**src/rtl/trap_seq_pkg.sv**
```systemverilog
package trap_seq_pkg;
  localparam int FC_W = 3;
  typedef enum logic [FC_W-1:0] {
    FC_INTR  = 3'd0,
    FC_CALL  = 3'd1,
    FC_ARITH = 3'd2
  } fault_kind_e;

  function automatic logic is_trap_class(input logic [FC_W-1:0] code);
    return (code == FC_CALL) || (code == FC_ARITH);
  endfunction

  function automatic logic keeps_old_addr(input logic [FC_W-1:0] code, input logic in_handler);
    return (code == FC_INTR) && in_handler;
  endfunction
endpackage

```
**src/rtl/trap_vector.sv**
```systemverilog
module trap_vector import trap_seq_pkg::*; #(
  parameter int PC_W      = 32,
  parameter int VEC_ALIGN = 128
) (
  input  logic [PC_W-1:0] base,
  input  logic [FC_W-1:0] code,
  output logic [PC_W-1:0] target
);
  localparam int VEC_SHIFT = $clog2(VEC_ALIGN);

  function automatic logic [PC_W-1:0] vec_target(input logic [PC_W-1:0] b,
                                                 input logic [FC_W-1:0] c);
    return b + (PC_W'(c) << VEC_SHIFT);
  endfunction

  assign target = vec_target(base, code);
endmodule

```
**src/rtl/exc_addr_reg.sv**
```systemverilog
module exc_addr_reg import trap_seq_pkg::*; #(
  parameter int PC_W      = 32,
  parameter int INSN_STEP = 4
) (
  input  logic            clk,
  input  logic            rst_n,
  input  logic            take_fault,
  input  logic [FC_W-1:0] code,
  input  logic [PC_W-1:0] pc,
  output logic [PC_W-1:0] saved
);
  function automatic logic [PC_W-1:0] restart_of(input logic [PC_W-1:0] p,
                                                 input logic [FC_W-1:0] c);
    return is_trap_class(c) ? p + PC_W'(INSN_STEP) : p;
  endfunction

  logic load_en;
  assign load_en = take_fault && !keeps_old_addr(code, pc[0]);

  always_ff @(posedge clk or negedge rst_n) begin
    if (!rst_n)       saved <= '0;
    else if (load_en) saved <= restart_of(pc, code);
  end
endmodule

```
**src/rtl/shadow_track.sv**
```systemverilog
module shadow_track (
  input  logic clk,
  input  logic rst_n,
  input  logic want_in,
  input  logic want_out,
  output logic shadow_on,
  output logic err_q
);
  logic clash;
  assign clash = (want_in && shadow_on) || (want_out && !shadow_on);

  always_ff @(posedge clk or negedge rst_n) begin
    if (!rst_n) begin
      shadow_on <= 1'b0;
      err_q     <= 1'b0;
    end else begin
      err_q <= clash;
      if (want_in)       shadow_on <= 1'b1;
      else if (want_out) shadow_on <= 1'b0;
    end
  end
endmodule

```
**src/rtl/trap_seq.sv**
```systemverilog
module trap_seq import trap_seq_pkg::*; #(
  parameter int PC_W      = 32,
  parameter int VEC_ALIGN = 128,
  parameter int INSN_STEP = 4
) (
  input  logic            clk,
  input  logic            rst_n,
  input  logic [PC_W-1:0] commit_pc,
  input  logic            fault_valid,
  input  logic [2:0]      fault_code,
  input  logic            ret_req,
  input  logic [PC_W-1:0] handler_base,
  output logic            redirect_valid,
  output logic [PC_W-1:0] redirect_pc,
  output logic [PC_W-1:0] exc_addr,
  output logic            swap_in,
  output logic            swap_out,
  output logic            ret_fault,
  output logic            swap_err
);
  logic in_handler, take_ret, ret_ok, ret_bad, want_in, want_out, shadow_on;
  logic [PC_W-1:0] vec_pc;

  assign in_handler = commit_pc[0];
  assign take_ret   = ret_req && !fault_valid;
  assign ret_ok     = take_ret && in_handler;
  assign ret_bad    = take_ret && !in_handler;
  assign want_in    = fault_valid && !in_handler;
  assign want_out   = ret_ok && !exc_addr[0];

  trap_vector #(.PC_W(PC_W), .VEC_ALIGN(VEC_ALIGN)) u_vec (
    .base(handler_base), .code(fault_code), .target(vec_pc));

  exc_addr_reg #(.PC_W(PC_W), .INSN_STEP(INSN_STEP)) u_exc (
    .clk(clk), .rst_n(rst_n), .take_fault(fault_valid), .code(fault_code),
    .pc(commit_pc), .saved(exc_addr));

  shadow_track u_shd (
    .clk(clk), .rst_n(rst_n), .want_in(want_in), .want_out(want_out),
    .shadow_on(shadow_on), .err_q(swap_err));

  always_ff @(posedge clk or negedge rst_n) begin
    if (!rst_n) begin
      redirect_valid <= 1'b0;
      redirect_pc    <= '0;
      swap_in        <= 1'b0;
      swap_out       <= 1'b0;
      ret_fault      <= 1'b0;
    end else begin
      redirect_valid <= fault_valid || ret_ok;
      swap_in        <= want_in;
      swap_out       <= want_out;
      ret_fault      <= ret_bad;
      if (fault_valid) redirect_pc <= vec_pc;
      else if (ret_ok) redirect_pc <= exc_addr;
    end
  end
endmodule

```
**config.mk**
```make
export PLATFORM = sky130hd
export DESIGN_NAME = trap_seq
export DESIGN_NICKNAME = d
export VERILOG_FILES = /design/src/rtl/trap_seq_pkg.sv /design/src/rtl/trap_vector.sv /design/src/rtl/exc_addr_reg.sv /design/src/rtl/shadow_track.sv /design/src/rtl/trap_seq.sv
export SDC_FILE = /design/constraint.sdc
export NUM_CORES = 1
export LEC_CHECK = 0
export ABC_CLOCK_PERIOD_IN_PS = 1000
export BUFFER_PORTS_ARGS = -buffer_cell sky130_fd_sc_hd__buf_2
export CORE_MARGIN = 4
export CORE_UTILIZATION = 35
export CTS_BUF_LIST = sky130_fd_sc_hd__clkbuf_2
export DETAILED_ROUTE_END_ITERATION = 12
export GPL_ROUTABILITY_DRIVEN = 0
export GPL_TIMING_DRIVEN = 0
export PLACE_DENSITY = 0.59
export SYNTH_ARGS = -nofsm -noshare
export SYNTH_HDL_FRONTEND = slang
export SYNTH_SLANG_ARGS = --single-unit
```
**constraint.sdc**
```tcl
create_clock -name clk -period 1 [get_ports clk]
set_input_delay 0.15 -clock clk [delete_from_list [all_inputs] [get_ports clk]]
set_output_delay 0.15 -clock clk [all_outputs]
set_load 0.02 [all_outputs]
```
# == Word level (Yosys, flattened, before mapping) ==
# Index checks and enable logic that the tools add are counted.
# word_totals
mem_bits_ro,0
output_inout_bits,69
ff_bits,70
n_memories,0
latchBits,0
ramBits,0
inputBits,71
# op_classes
n_shift,0
order_cmp,0
n_reduce_logical,20
eq_ne,2
addsub,2
n_bitwise,0
muxes,5
div_mod_pow,0
mul,0
# op_table
cell,count
32-bit two-way mux,3
32-bit by 10-bit adder with 32-bit output,1
"32-bit by 3-bit adder with 32-bit output, second input constant",1
1-bit logical AND,9
1-bit zero test,5
2-bit nonzero test,2
"3-bit by 1-bit == test with 1-bit output, second input constant",1
"3-bit by 2-bit == test with 1-bit output, second input constant",1
3-bit zero test,1
1-bit logical OR,3
1-bit two-way mux,2

# == Logic depth before layout (Yosys ltp) ==
# depth
word_depth,6
depth_mapped,7
ltp_nobuf,6

# == Cells and area by module ==
# From an unflattened synthesis, not the netlist that was laid out.
# unflattened
cells_unflattened,468
hier_area_um2,4528.1
# by_module_without_submodules
mod,cells_per_inst,instances,area_per_inst_um2
trap_seq,191,1,2093.3
exc_addr_reg,196,1,1789.2
trap_vector,75,1,575.6
shadow_track,6,1,70.1

# == Least setup slack after synthesis ==
# No wires, ideal clock.
# synth_path
path_type,input-to-reg
from,input fault_code[0]
to,register u_exc.saved[15]
path_buffers,1
setup_time_ns,0.082
slack_ns,-0.799
t_arrival_ns,1.717
cell_stages,5
cell_sequence,xnor2_1 or4b_4 buf_6 or4_1 a31oi_1
# synth_between
elab_chain_cells,4
word_cells_on_any_way,8
classes_between,eq/ne (2); mux (1); reduce/logical (5)
# synth_lines
item,line,rtl
from (decl),trap_seq.sv:10,"input logic [2:0] fault_code,"
3-bit zero test,trap_seq_pkg.sv:14,return (code == FC_INTR) && in_handler;
1-bit logical AND,trap_seq_pkg.sv:14,
1-bit zero test,exc_addr_reg.sv:18,"assign load_en = take_fault && !keeps_old_addr(code, pc[0]);"
1-bit logical AND,exc_addr_reg.sv:18,
to (signal assigned),exc_addr_reg.sv:22,"else if (load_en) saved <= restart_of(pc, code);"
to (decl),exc_addr_reg.sv:10,output logic [PC_W-1:0] saved
# Several ways; a longest one is shown, not always the timed one.
# A chain may end at the register's enable or synchronous reset.

# == Worst setup path after layout ==
# layout_path
from,input fault_code[2]
to,register u_exc.saved[29]
# The elaborated chain is that of the path after synthesis.

==> impl_metrics.tcl <==
set metrics [dict create \
    status "finished, violations left" \
    violations "hold timing, setup timing" \
    drt_iter0_drc 281 \
    synth_top_area_cell "dfrtp_1" \
    initial_utilization 0.365 \
    synth_flop_cell "dfrtp_1" \
    worst_hold_slack_ns -0.0901 \
    grt_pass1_vias 5028 \
    endpoint_kind "register" \
    peakVddDrop_mv 0.721 \
    antenna_left 0 \
    first_pass_iters 5 \
    synth_common_cells "nand2_1, dfrtp_1, a31oi_1, nor2_1, clkbuf_1" \
    via_per_inst 5.48 \
    drc 0 \
    power_mw 8.49 \
    cts_root_buffer "clkbuf_2" \
    drt_wl_total_um 16900 \
    finalCriticalPeriod_ns 1.47 \
    track_usage 0.248 \
    synth_edf_count 0 \
    cellPowerDensity_mw_per_mm2 1130 \
    syn_to_final_growth_pct 85.3 \
    synth-seq-cells 70 \
    avgSynthCellArea_sq_um 8.67 \
    ys_types 47 \
    vias 4925 \
    layout-drive-gt1-share 0.428 \
    dp_hpwl_um 10800 \
    rsz0062_at_grt "yes" \
    finClkSkew_ns 0.0146 \
    rows 38 \
    leakagePower_nw 3.26 \
    synthAdderAreaFrac 0.0173 \
    ys_warn_count 0 \
    setup_ws_ns -0.472 \
    grt_pass1_wl_um 26000 \
    setup_viol_count_final 110 \
    fp.dieH_um 115 \
    final.setup.tns_ns -29.37 \
    cts_inserted_buffers 9 \
    fp.dieW_um 115 \
    path_clk_slew_ns 0.19 \
    synth-xor-area-share 0.0390 \
    synth.area.mux_share 0.00527 \
    clock-sinks 70 \
    synthArstFlopShare 1.00 \
    drv_slew 0 \
    port_buffers 138 \
    crit_fanout 10 \
    synth_compound_area_frac 0.180 \
    synth_top_family_by_area "simple AND/OR/NAND/NOR gates" \
    insertion_delay_ns 0.53 \
    cts_max_path_buffers 2 \
    overflow 0 \
    h-tree-depth 3 \
    syn_area_sq_mm 0.00404 \
    fin_nets 829 \
    antenna_found_initial 1 \
    hold_class "input pin to register" \
    cts_tree "done" \
    synth_area_leaders "dfrtp_1, nand2_1, a31oi_1, or4_1, o31ai_1" \
    synthSimpleGateAreaFrac 0.289 \
    timing.rr.start "u_exc.saved[28]$_DFFE_PN0P_" \
    netlist.area_leader.share 0.434 \
    post_drt_wl_per_cell_um 18.8 \
    worstSetupPathType "input pin to register" \
    syn-num-nets 542 \
    dieArea_sq_mm 0.0133 \
    synthCells 466 \
    cp_data_required_time_ns 1.38 \
    start_kind "input pin" \
    min_from "commit_pc[9]" \
    maxCapViolCount 0 \
    tightestPinTransition_ns 0.707 \
    ios 140 \
    cp.arrival_ns 1.86 \
    fmax_ghz 0.679 \
    maxSlewHeadroom 0.525 \
    core_area_sq_mm 0.0111 \
    crit_start "fault_code[2]" \
    period_share 1.47 \
    yosysMostFrequentCell "nand2_1" \
    dp_slack_ns -1.21 \
    hold_viol 2 \
    grt_start_max_net_pins 71 \
    ys_seq_area_frac 0.434 \
]
-- cells by family after synthesis --
logic type | after synthesis
buf+inv | 36
fa+ha+maj | 5
simple gates | 223
flops | 70
mux | 2
xor+xnor | 18
compound gates | 112
-- path summary, 6_finish.rpt --
kind	slack, ns	end	cells past startpoint
worst max-delay path	-0.47	u_exc.saved[29]$_DFFE_PN0P_	7
worst max register to register	-0.18	redirect_pc[28]$_DFFE_PN0P_	5
min in group asynchronous	0.16	u_exc.saved[23]$_DFFE_PN0P_	2
max in group asynchronous	0.36	redirect_pc[25]$_DFFE_PN0P_	2
worst min register to register	0.52	redirect_pc[1]$_DFFE_PN0P_	2
worst min-delay path	-0.09	u_exc.saved[9]$_DFFE_PN0P_	3
-- cell usage in the layout (no fill, tap or decap), types with 10 or more instances in the layout --
cell and count:
and3_1 21, buf_6 83, or4_4 10, a31oi_1 28, buf_4 61, nor2_1 29, clkbuf_2 15, nand3_1 14
nand2_1 74, o31ai_2 10, o31ai_1 14, or4_1 16, xnor2_1 11, o21ai_1 18, buf_2 60, dlygate4sd3_1 68
a22oi_2 10, dfrtp_1 70
-- layout make-up --
class / instances / area [sq um]
Tap cell: 140 / 175
Inverter: 5 / 18.8
Antenna cell: 1 / 2.50
Clock inverter: 4 / 72.6
Timing Repair Buffer: 278 / 2480
Multi-Input combinational cell: 360 / 2620
Buffer: 29 / 310
Sequential cell: 70 / 1750
Fill cell: 886 / 3590
Clock buffer: 11 / 55.1
-- worst max-delay path, stage by stage --
cell	delay, ns
buf_12	0.10
nand4b_1	0.25
or4b_4	0.57
buf_6	0.16
clkbuf_4	0.21
o31ai_2	0.28
a31oi_1	0.13
-- per-stage QoR --
stage / area [sq um] / util / cells
2_1_floorplan: 4430 / - / 466
3_3_place_gp: 5300 / 0.478 / 744
3_5_place_dp: 5300 / 0.478 / 744
4_1_cts: 7130 / 0.643 / 880
5_1_grt: 7480 / 0.676 / 898
6_report: 7480 / 0.676 / 898
-- where the power goes --
group	switching (mW)	internal, mW
registers	0.249	3.13
clock network	1.03	0.832
logic	1.55	1.69
total	2.83	5.65
-- per-layer routing --
| metal | GRT usage | part of all wire | up-vias |
|---|---|---|---|
| met5 | 0 | 0 | - |
| met4 | 0.0869 | 0.024 | 0 |
| met3 | 0.0350 | 0.060 | 31 |
| met2 | 0.422 | 0.50 | 203 |
| met1 | 0.325 | 0.42 | 2373 |
| li1 | - | - | 2318 |
-- state kept, by name, indices dropped and copies added, names as in the netlist --
| register | flops |
|---|---|
| u_shd.shadow_on | 1 |
| swap_in | 1 |
| swap_out | 1 |
| u_exc.saved | 32 |
| ret_fault | 1 |
| redirect_pc | 32 |
| u_shd.err_q | 1 |
| redirect_valid | 1 |
-- repair_timing --
action / 4_1_cts / 5_1_grt
cloned: 4 / 0
hold endpoints to repair: 135 / 3
resized for setup: 190 / 53
setup buffers: 52 / 17
hold buffers: 66 / 2
endpoints found under the setup margin: 111 / 141
pin swaps: 43 / 35
Note: power is estimated with default switching activity, not from simulation.
